File: src/rtl/tmr_pkg.sv
package tmr_pkg;
  localparam int BUS_W = 8;
  localparam int CNT_W = 2 * BUS_W;
  localparam logic [1:0] CW_ADDR = 2'b11;

  typedef enum logic {
    MODE_ONESHOT = 1'b0,
    MODE_RATE    = 1'b1
  } tmr_mode_e;

  typedef enum logic [1:0] {
    ACC_LATCH = 2'b00,
    ACC_LO    = 2'b01,
    ACC_HI    = 2'b10,
    ACC_BOTH  = 2'b11
  } tmr_acc_e;
endpackage

File: src/rtl/tmr_ctrl.sv
module tmr_ctrl
  import tmr_pkg::*;
#(
  parameter logic [1:0] CHAN_ID = 2'b00
) (
  input  logic             clk,
  input  logic             rst_n,
  input  logic             wr_stb,
  input  logic [1:0]       addr,
  input  logic [BUS_W-1:0] din,
  output tmr_mode_e        mode,
  output tmr_acc_e         acc,
  output logic             cw_wr,
  output logic             latch_cmd,
  output logic             load_stb,
  output logic [CNT_W-1:0] load_val
);
  logic             cw_hit, cnt_hit, mode_ok;
  tmr_mode_e        mode_q, mode_n;
  tmr_acc_e         acc_q, acc_n;
  logic             wptr_q, wptr_n;
  logic [BUS_W-1:0] stage_q, stage_n;

  // Control-byte decode: [7:6] select, [5:4] format, [3:1] mode
  assign cw_hit    = wr_stb && (addr == CW_ADDR) && (din[7:6] == CHAN_ID);
  assign mode_ok   = (din[3:1] == 3'b001) || (din[2:1] == 2'b10);
  assign latch_cmd = cw_hit && (din[5:4] == 2'b00);
  assign cw_wr     = cw_hit && (din[5:4] != 2'b00) && mode_ok;
  assign cnt_hit   = wr_stb && (addr == CHAN_ID);
  assign load_stb  = cnt_hit && ((acc_q != ACC_BOTH) || wptr_q);

  always_comb begin
    case (acc_q)
      ACC_LO:  load_val = {{BUS_W{1'b0}}, din};
      ACC_HI:  load_val = {din, {BUS_W{1'b0}}};
      default: load_val = {din, stage_q};
    endcase
  end

  always_comb begin
    mode_n  = mode_q;
    acc_n   = acc_q;
    wptr_n  = wptr_q;
    stage_n = stage_q;
    if (cw_wr) begin
      mode_n = (din[3:1] == 3'b001) ? MODE_ONESHOT : MODE_RATE;
      acc_n  = tmr_acc_e'(din[5:4]);
      wptr_n = 1'b0;
    end else if (cnt_hit && (acc_q == ACC_BOTH)) begin
      if (!wptr_q) stage_n = din;
      wptr_n = ~wptr_q;
    end
  end

  always_ff @(posedge clk or negedge rst_n) begin
    if (!rst_n) begin
      mode_q  <= MODE_RATE;
      acc_q   <= ACC_BOTH;
      wptr_q  <= 1'b0;
      stage_q <= '0;
    end else begin
      mode_q  <= mode_n;
      acc_q   <= acc_n;
      wptr_q  <= wptr_n;
      stage_q <= stage_n;
    end
  end

  assign mode = mode_q;
  assign acc  = acc_q;
endmodule

File: src/rtl/tmr_counter.sv
module tmr_counter
  import tmr_pkg::*;
(
  input  logic             clk,
  input  logic             rst_n,
  input  tmr_mode_e        mode,
  input  logic             cw_wr,
  input  logic             load_stb,
  input  logic [CNT_W-1:0] load_val,
  input  logic             tick,
  input  logic             gate,
  output logic [CNT_W-1:0] count,
  output logic             out
);
  localparam logic [CNT_W-1:0] ONE = CNT_W'(1);
  localparam logic [CNT_W-1:0] TWO = CNT_W'(2);

  logic [CNT_W-1:0] cnt_q, cnt_n, rel_q, rel_n;
  logic             out_q, out_n;
  logic             run_q, run_n;    // rate generator counting
  logic             pend_q, pend_n;  // rate generator load waiting
  logic             arm_q, arm_n;    // one-shot has a count
  logic             act_q, act_n;    // one-shot pulse in progress
  logic             trg_q, trg_n;    // one-shot trigger waiting for a tick
  logic             gate_q, gate_rise;

  assign gate_rise = gate && !gate_q;

  always_comb begin
    cnt_n  = cnt_q;
    rel_n  = rel_q;
    out_n  = out_q;
    run_n  = run_q;
    pend_n = pend_q;
    arm_n  = arm_q;
    act_n  = act_q;
    trg_n  = trg_q;
    if (cw_wr) begin
      out_n  = 1'b1;
      run_n  = 1'b0;
      pend_n = 1'b0;
      arm_n  = 1'b0;
      act_n  = 1'b0;
      trg_n  = 1'b0;
    end else begin
      if (load_stb) begin
        rel_n = load_val;
        if (mode == MODE_RATE) begin
          if (!run_q) pend_n = 1'b1;
        end else begin
          arm_n = 1'b1;
        end
      end
      if (tick) begin
        if (mode == MODE_RATE) begin
          if (gate) begin
            if (pend_q) begin
              cnt_n  = rel_q;
              run_n  = 1'b1;
              pend_n = 1'b0;
              out_n  = 1'b1;
            end else if (run_q) begin
              if (cnt_q == TWO) begin
                cnt_n = ONE;
                out_n = 1'b0;
              end else if (cnt_q == ONE) begin
                cnt_n = rel_q;
                out_n = 1'b1;
              end else begin
                cnt_n = cnt_q - ONE;
              end
            end
          end
        end else begin
          if (trg_q) begin
            cnt_n = rel_q;
            act_n = 1'b1;
            out_n = 1'b0;
            trg_n = 1'b0;
          end else if (act_q) begin
            cnt_n = cnt_q - ONE;
            if (cnt_q == ONE) begin
              act_n = 1'b0;
              out_n = 1'b1;
            end
          end
        end
      end
      if ((mode == MODE_ONESHOT) && gate_rise && (arm_q || load_stb))
        trg_n = 1'b1;
    end
  end

  always_ff @(posedge clk or negedge rst_n) begin
    if (!rst_n) begin
      cnt_q  <= '0;
      rel_q  <= '0;
      out_q  <= 1'b1;
      run_q  <= 1'b0;
      pend_q <= 1'b0;
      arm_q  <= 1'b0;
      act_q  <= 1'b0;
      trg_q  <= 1'b0;
      gate_q <= 1'b0;
    end else begin
      cnt_q  <= cnt_n;
      rel_q  <= rel_n;
      out_q  <= out_n;
      run_q  <= run_n;
      pend_q <= pend_n;
      arm_q  <= arm_n;
      act_q  <= act_n;
      trg_q  <= trg_n;
      gate_q <= gate;
    end
  end

  assign count = cnt_q;
  assign out   = out_q;
endmodule

File: src/rtl/tmr_readout.sv
module tmr_readout
  import tmr_pkg::*;
(
  input  logic             clk,
  input  logic             rst_n,
  input  logic [CNT_W-1:0] count,
  input  tmr_acc_e         acc,
  input  logic             cw_wr,
  input  logic             latch_cmd,
  input  logic             rd_act,
  input  logic             rd_done,
  output logic [BUS_W-1:0] dout,
  output logic             dout_oe
);
  logic [CNT_W-1:0] lat_q, lat_n, src;
  logic             held_q, held_n;
  logic             rptr_q, rptr_n;
  logic [BUS_W-1:0] sel_byte;

  assign src = held_q ? lat_q : count;

  always_comb begin
    case (acc)
      ACC_LO:  sel_byte = src[BUS_W-1:0];
      ACC_HI:  sel_byte = src[CNT_W-1:BUS_W];
      default: sel_byte = rptr_q ? src[CNT_W-1:BUS_W] : src[BUS_W-1:0];
    endcase
  end

  assign dout    = rd_act ? sel_byte : '0;
  assign dout_oe = rd_act;

  always_comb begin
    lat_n  = lat_q;
    held_n = held_q;
    rptr_n = rptr_q;
    if (cw_wr) begin
      held_n = 1'b0;
      rptr_n = 1'b0;
    end else begin
      if (latch_cmd && !held_q) begin
        held_n = 1'b1;
        lat_n  = count;
      end
      if (rd_done) begin
        if (acc == ACC_BOTH) begin
          rptr_n = ~rptr_q;
          if (rptr_q) held_n = 1'b0;
        end else begin
          held_n = 1'b0;
        end
      end
    end
  end

  always_ff @(posedge clk or negedge rst_n) begin
    if (!rst_n) begin
      lat_q  <= '0;
      held_q <= 1'b0;
      rptr_q <= 1'b0;
    end else begin
      lat_q  <= lat_n;
      held_q <= held_n;
      rptr_q <= rptr_n;
    end
  end
endmodule

File: src/rtl/tmr_channel.sv
module tmr_channel
  import tmr_pkg::*;
#(
  parameter logic [1:0] CHAN_ID     = 2'b00,
  parameter int         SYNC_STAGES = 2
) (
  input  logic       clk,
  input  logic       rst_n,
  input  logic       cs_n,
  input  logic       rd_n,
  input  logic       wr_n,
  input  logic [1:0] addr,
  input  logic [7:0] din,
  output logic [7:0] dout,
  output logic       dout_oe,
  input  logic       tick,
  input  logic       gate,
  output logic       out
);
  logic [SYNC_STAGES-1:0] rst_pipe;
  logic                   rst_s_n;
  logic                   wr_act, wr_q, wr_stb;
  logic                   rd_act, rd_q, rd_done;
  tmr_mode_e              mode_w;
  tmr_acc_e               acc_w;
  logic                   cw_wr_w, latch_w, load_w;
  logic [CNT_W-1:0]       load_val_w, count_w;

  always_ff @(posedge clk or negedge rst_n) begin
    if (!rst_n) rst_pipe <= '0;
    else        rst_pipe <= {rst_pipe[SYNC_STAGES-2:0], 1'b1};
  end
  assign rst_s_n = rst_pipe[SYNC_STAGES-1];

  assign wr_act  = !cs_n && !wr_n;
  assign rd_act  = !cs_n && !rd_n && (addr == CHAN_ID);
  assign wr_stb  = wr_act && !wr_q;
  assign rd_done = rd_q && !rd_act;

  always_ff @(posedge clk or negedge rst_s_n) begin
    if (!rst_s_n) begin
      wr_q <= 1'b0;
      rd_q <= 1'b0;
    end else begin
      wr_q <= wr_act;
      rd_q <= rd_act;
    end
  end

  tmr_ctrl #(.CHAN_ID(CHAN_ID)) u_ctrl (
    .clk(clk), .rst_n(rst_s_n), .wr_stb(wr_stb), .addr(addr), .din(din),
    .mode(mode_w), .acc(acc_w), .cw_wr(cw_wr_w), .latch_cmd(latch_w),
    .load_stb(load_w), .load_val(load_val_w)
  );

  tmr_counter u_counter (
    .clk(clk), .rst_n(rst_s_n), .mode(mode_w), .cw_wr(cw_wr_w),
    .load_stb(load_w), .load_val(load_val_w), .tick(tick), .gate(gate),
    .count(count_w), .out(out)
  );

  tmr_readout u_readout (
    .clk(clk), .rst_n(rst_s_n), .count(count_w), .acc(acc_w),
    .cw_wr(cw_wr_w), .latch_cmd(latch_w), .rd_act(rd_act),
    .rd_done(rd_done), .dout(dout), .dout_oe(dout_oe)
  );
endmodule

File: config.mk
export PLATFORM = sky130hd
export DESIGN_NAME = tmr_channel
export DESIGN_NICKNAME = d
export VERILOG_FILES = /design/src/rtl/tmr_pkg.sv /design/src/rtl/tmr_ctrl.sv /design/src/rtl/tmr_counter.sv /design/src/rtl/tmr_readout.sv /design/src/rtl/tmr_channel.sv
export SDC_FILE = /design/constraint.sdc
export NUM_CORES = 1
export LEC_CHECK = 0
export CAP_MARGIN = 15
export CORE_MARGIN = 8
export CORE_UTILIZATION = 53
export DETAILED_ROUTE_END_ITERATION = 8
export GPL_TIMING_DRIVEN = 0
export PLACE_DENSITY = 0.86
export SLEW_MARGIN = 20
export SYNTH_ARGS = -nofsm -noshare
export SYNTH_HDL_FRONTEND = slang
export SYNTH_SLANG_ARGS = --single-unit
File: constraint.sdc
create_clock -name clk -period 2.2 [get_ports clk]
set_clock_uncertainty 0.05 [all_clocks]
set_input_delay 0.22 -clock clk [delete_from_list [all_inputs] [get_ports clk]]
set_output_delay 0.22 -clock clk [all_outputs]
set_load 0.005 [all_outputs]
==> results of run 1 <==
## cell usage after synthesis (2+ instances only)
cell	count	area (sq um)
a22oi_1	8	60.1
dfrtp_1	69	1730
a21oi_1	12	60.1
nor2_1	31	116
nand2b_1	6	37.5
buf_1	2	7.51
inv_1	10	37.5
o211ai_1	6	45.0
a31oi_1	5	31.3
buf_4	2	15.0
and3_1	2	12.5
o311a_1	2	20.0
nand3_1	13	65.1
nand2_1	42	158
o311ai_1	4	35.0
nor2_2	2	12.5
mux2_1	24	270
clkbuf_1	12	45.0
a21o_1	2	15.0
or3_1	3	18.8
nor4_1	2	12.5
or4_1	4	30.0
o22a_1	8	70.1
a221o_1	5	50.1
nor2b_1	3	18.8
ha_1	6	75.1
o21ai_0	3	15.0
nor3_1	7	35.0
mux2i_1	18	180
or2_1	4	25.0
o211a_1	2	20.0
dfstp_2	4	105
xor2_1	2	17.5
o21ai_1	21	105
## kinds of logic after synthesis
logic type                 after synthesis  synth area share
DFF                                     73             0.487
adders and majority gates                6            0.0200
and+or+nand+nor                        126             0.159
xor gates and xnor gates                 2           0.00466
other                                    1          0.000997
muxes                                   42             0.120
AOI/OAI and AO/OA                       91             0.175
buffers and inverters                   29            0.0333
## cell type report
cell class	count	area share
Multi-Input combinational cell	268	0.417
Sequential cell	73	0.397
Timing Repair Buffer	42	0.0818
Clock buffer	10	0.0276
Tap cell	96	0.0259
Buffer	14	0.0238
Clock inverter	6	0.0181
Inverter	11	0.00891
## per-layer routing
layer | track usage | wire, microns | vias up
met3 | 0.0346 | 596 | 34
met4 | 0.119 | 313 | 0
met1 | 0.230 | 3980 | 1508
met2 | 0.321 | 4610 | 164
li1 | - | - | 1446
met5 | 0 | 0 | -
## power by group
group          total (mW)  switching, mW  internal [mW]
logic                1.59          0.852          0.741
clock network        1.12          0.490          0.635
registers            2.02          0.350           1.67
total                4.74           1.69           3.05
## registers in the layout, summed over array words and instances, names as in the netlist, 2 cells and up
| signal | flops |
|---|---|
| u_counter.count | 16 |
| u_ctrl.stage_q | 8 |
| u_ctrl.acc | 2 |
| u_counter.rel_q | 16 |
| rst_pipe | 2 |
| u_readout.lat_q | 16 |
## what timing repair did
action	4_1_cts	5_1_grt
resized for setup	61	28
setup endpoints to repair	36	59
pin swaps	13	8
hold buffers	1	0
hold endpoints to repair	2	0
setup buffers	10	4
## how the worst min path moves through the flow
stage,startpoint,end,slack [ns],cells past startpoint
CTS,rst_pipe[1],wr_q,0.19,0
floorplan,rst_n,rst_pipe[0],-0.13,0
finish,cs_n,wr_q,0.04,2
global placement,rst_pipe[0],rst_pipe[1],0.29,0
global route,cs_n,wr_q,0.06,2
detailed placement,rst_pipe[1],wr_q,0.18,0
## stage by stage
stage / setup WS, ns / power, mW / util / hold WS (ns) / instance area [sq um]
3_3_place_gp: -0.639 / 3.26 / 0.607 / 0.289 / 4150
6_report: -0.0765 / 4.74 / 0.678 / 0.0382 / 4630
4_1_cts: -0.0321 / 4.62 / 0.662 / 0.188 / 4520
2_1_floorplan: 0.0815 / 2.92 / - / -0.126 / 3770
5_1_grt: -0.122 / 4.99 / 0.678 / 0.0598 / 4630
3_5_place_dp: -0.657 / 3.34 / 0.612 / 0.183 / 4180
==> metrics.md, run 1 <==
| Metric | Value |
|---|---|
| Pre-antenna DRT Iters | 5 |
| GR Overflow Total | 0 |
| Top_reg_cell synth | dfrtp_1 |
| Initial Util | 0.551 |
| Worst-Margin Slew | 0.503 ns |
| RR Startpoint | u_counter.count[3] |
| Crit end category | output pin |
| N_diodes | 0 |
| Failing checks | negative setup slack |
| IO Pins | 27 |
| Multi-input gate area | between 1500 and 2000 sq um |
| Critical register-to-register path endpoint | u_counter.count[5] |
| Nets@finish | ~440 |
| Bufs and invs on worst path | 3 |
| Die area | 10100 sq um |
| Vias per cell | 6.06 |
| Top Family by Delay on Critical Path | flip-flops |
| Power Density | a little over 1000 nW/um^2 |
| Crit-path max FO | 5 |
| Synthesis-to-layout area growth | 23.1% |
| Buffers on Ports | 26 |
| VDD IR max | approximately 0.00059 V |
| Worst Path Required | approximately 1.9 ns |
| CTS tree | yes |
| Largest net degree at the start of global routing | 52 |
| ANT nets after route | 0 |
| Synth Instances | between 300 and 400 |
| Storage cell area | 1840 sq um |
| Critical Path Stages | 7 |
| Status | finished with violations |
| Clock latency on the worst-skew pair | about 0.35 ns |
| Net Count, Synth | approximately 400 |
| Hold Path Class | primary input to flip-flop |
| Post-synthesis sequential area ratio | 0.487 |
| Startpoint types | flip-flop |
| Setup TNS | -0.493 ns |
| WL/cell | between 15 and 20 microns |
| Gp weighted congestion | approximately 0.87 |
| Crit path DAT | roughly 2 ns |
| Synth cell types | 58 |
| Fillers | 500 |
| Antenna violations before repair | 0 |
| Min Tclk post-route | around 2.3 ns |
| Final hold vios | 0 |
| Drc violations | 0 |
| Path depth of the worst reg2reg path | 7 |
| Post-synth EDFFs | 0 |
| Max Clock Freq | roughly 0.44 GHz |
| Vias in the first global route | around 3.2k |
| Slowest cell on crit path | dfstp_2 |
| Most frequent cells in the layout | 66 x dfrtp_1, 42 x nand2_1, 30 x nor2_1 |
| All-layer global routing usage | 0.194 |
| Core Rows | 30 |
| Worst setup path start | u_ctrl.acc[0] |
| First-pass GRT wire length | around 15 mm |
| Clk slew on worst S/H paths | ~0.08 ns |
| Die X | 100 microns |
| Fraction of registers with async set/reset | 1.00 |
| Crit share post-route | 1.03 |
| Max-slew headroom | 0.665 |
| CTS Sinks | 73 |
| Worst setup path end | dout[6] |
| CTS root buf | clkbuf_8 |
| Final HPWL DP | approximately 6.4 mm |
| CP Class | flip-flop to output pin |
| Leakage | between 2 and 2.5 nW |
| Share of cells above drive strength 1 | 0.200 |
| RSZ-0062 raised after global routing | yes |
| Fin cells | between 500 and 600 |
| Die Y | approximately 100 microns |
| Final worst slack | -0.0765 ns |
| Initial DRC count | between 200 and 250 |
| Critical-path cell list | inv_2, ha_4, mux2i_4, buf_6, o22a_1, nor2_1, buf_2 |
| Slew Viols, Final | 0 |
| YS warnings | 0 |
| Mapped Area | roughly 3800 sq um |
| DR vias | 3152 |
| Synthesized flop and latch total | 73 |
| Max incr delay on CP | between 0.5 and 0.6 ns |
| Most common cell after layout, fill and taps aside | dfrtp_1 |
| Core box area | 6830 sq um |
| Final Setup Violations | 8 |
| Final WL | approximately 9.5 mm |
| CTS H-tree depth | 3 |
| Max-cap violations | 0 |
| CTS max path bufs | 2 |
| Cells after DPL | about 490 |
| Internal reg-to-reg setup slack | roughly 0.060 ns |
| CTS buffer count | 9 |
| Avg Cell Area, Syn | about 10 sq um |
Note: power is estimated with default switching activity, not from simulation.
==> run 2: changes to the inputs <==
CORE_UTILIZATION = 45   (was 53)
CTS_CLUSTER_DIAMETER = 40   (was unset)
PLACE_DENSITY = 0.76   (was 0.86)
==> metrics.md, run 2 (synthesis results as in run 1) <==
| Metric | Value |
|---|---|
| Max Clock Freq | 0.421 GHz |
| Slew Viols, Final | 0 |
| Initial Util | 0.460 |
| CTS buffer count | 9 |
| Core box area | approximately 8000 sq um |
| Final hold vios | 0 |
| Most frequent cells in the layout | 66 x dfrtp_1, 41 x nand2_1, 30 x nor2_1 |
| Die Y | 107 microns |
| Crit-path max FO | 3 |
| Power Density | between 1000 and 1500 nW/um^2 |
| Cells after DPL | approximately 500 |
| Status | finished with violations |
| CTS H-tree depth | 3 |
| CP Class | flip-flop to output pin |
| Share of cells above drive strength 1 | 0.203 |
| Crit share post-route | 1.08 |
| Worst Path Required | 1.93 ns |
| Drc violations | 0 |
| Initial DRC count | about 220 |
| Worst-Margin Slew | between 0.5 and 0.6 ns |
| Buffers on Ports | 26 |
| Vias per cell | ~5.8 |
| Max-cap violations | 0 |
| Die area | ~12000 sq um |
| Die X | roughly 110 microns |
| CTS tree | yes |
| Gp weighted congestion | ~0.89 |
| Final Setup Violations | 8 |
| CTS Sinks | 73 |
| Final worst slack | -0.175 ns |
| Antenna violations before repair | 0 |
| First-pass GRT wire length | 14.8 mm |
| Hold Path Class | flip-flop to asynchronous set/reset pin |
| Pre-antenna DRT Iters | 7 |
| Vias in the first global route | around 3.0k |
| Core Rows | 33 |
| Startpoint types | flip-flop |
| ANT nets after route | 0 |
| Most common cell after layout, fill and taps aside | dfrtp_1 |
| Fin cells | around 540 |
| Crit end category | output pin |
| Clock latency on the worst-skew pair | 0.34 ns |
| Leakage | about 2.1 nW |
| WL/cell | 17.3 microns |
| CTS max path bufs | 2 |
| Largest net degree at the start of global routing | between 40 and 50 |
| Fillers | between 600 and 700 |
| VDD IR max | 0.000489 V |
| Clk slew on worst S/H paths | about 0.08 ns |
| Final WL | 9.33 mm |
| N_diodes | 0 |
| All-layer global routing usage | 0.162 |
| Max-slew headroom | 0.664 |
| RSZ-0062 raised after global routing | yes |
| DR vias | between 3k and 4k |
| IO Pins | 27 |
| GR Overflow Total | 0 |
| Crit path DAT | about 2.1 ns |
| Min Tclk post-route | between 2 and 2.5 ns |
| Nets@finish | between 400 and 500 |
| Failing checks | negative setup slack |
| Synthesis-to-layout area growth | 27.3% |
| Final hold slack | around 0.19 ns |
| CTS root buf | clkbuf_8 |
| Final HPWL DP | 6.36 mm |
## run 2: changes by cell type in the layout (fill, tap and decap cells not counted), moves of 3 or more
cell	change
buf_6	+5
clkbuf_1	+4
buf_4	+3
clkbuf_2	-3
clkinv_2	-3
dlymetal6s2s_1	-3
## run 2: what timing repair did
| action | in CTS | in global routing |
|---|---|---|
| endpoints found under the setup margin | 36 | 63 |
| gates cloned | 0 | 0 |
| resized for setup | 67 | 18 |
| hold buffers | 1 | 0 |
| hold endpoints to repair | 2 | 0 |
| pin swaps | 10 | 15 |
| setup buffers | 15 | 7 |
## run 2: area by class of cell
type | instances | area, sq um | share of cell area
repair buffers | 50 | 448 | 0.0935
flip-flops and latches | 73 | 1840 | 0.384
multi-input cells | 268 | 1940 | 0.406
plain buffers | 15 | 120 | 0.0251
inverters | 11 | 41.3 | 0.00862
clock buffers | 11 | 141 | 0.0295
clock inverters | 5 | 128 | 0.0266
well taps | 105 | 131 | 0.0274
## run 2: worst paths after layout
check | cells after the start | slack (ns) | end | start
max in group asynchronous | 1 | 1.36 | u_counter.count[3] | rst_pipe[1]
worst max-delay path | 8 | -0.17 | dout[4] | u_ctrl.acc[0]
min in group clk | 2 | 0.28 | u_ctrl.mode | din[1]
worst min-delay path | 0 | 0.19 | u_ctrl.stage_q[2] | rst_pipe[1]
worst min register to register | 0 | 0.19 | u_ctrl.stage_q[2] | rst_pipe[1]
worst max register to register | 8 | 0.07 | u_counter.count[5] | u_counter.count[0]
## run 2: stage by stage
step                      total power [mW]  area, sq um   util  worst slack (ns)  setup TNS, ns
after floorplan                       2.92         3770      -            0.0815              0
final                                 5.13         4790  0.586            -0.175          -1.01
after detailed placement              3.34         4190  0.513            -0.669         -27.18
after global routing                  5.41         4790  0.586            -0.236          -1.50
after CTS                             4.97         4660  0.570            -0.124         -0.509
after global placement                3.28         4160  0.509            -0.670         -25.31
## run 2: metal layers
metal / track usage / share of wire / up-vias / wire (microns)
li1: - / - / 1469 / -
met1: 0.201 / 0.43 / 1510 / 4050
met2: 0.258 / 0.48 / 110 / 4510
met3: 0.0317 / 0.055 / 23 / 513
met4: 0.0902 / 0.027 / 0 / 250
met5: 0 / 0 / - / 0
## run 2: critical path: stages (launching register included)
cell and delay, ns:
dfstp_2 0.55, inv_2 0.05, ha_4 0.31, mux2i_4 0.34, buf_6 0.15, buf_6 0.09
o22a_1 0.11, nor2_1 0.04, buf_2 0.12
## run 2: where the power goes
part / switching (mW) / total [mW] / internal, mW
Combinational: 0.878 / 1.71 / 0.830
Clock: 0.489 / 1.39 / 0.900
Sequential: 0.358 / 2.03 / 1.67
Total: 1.72 / 5.13 / 3.40
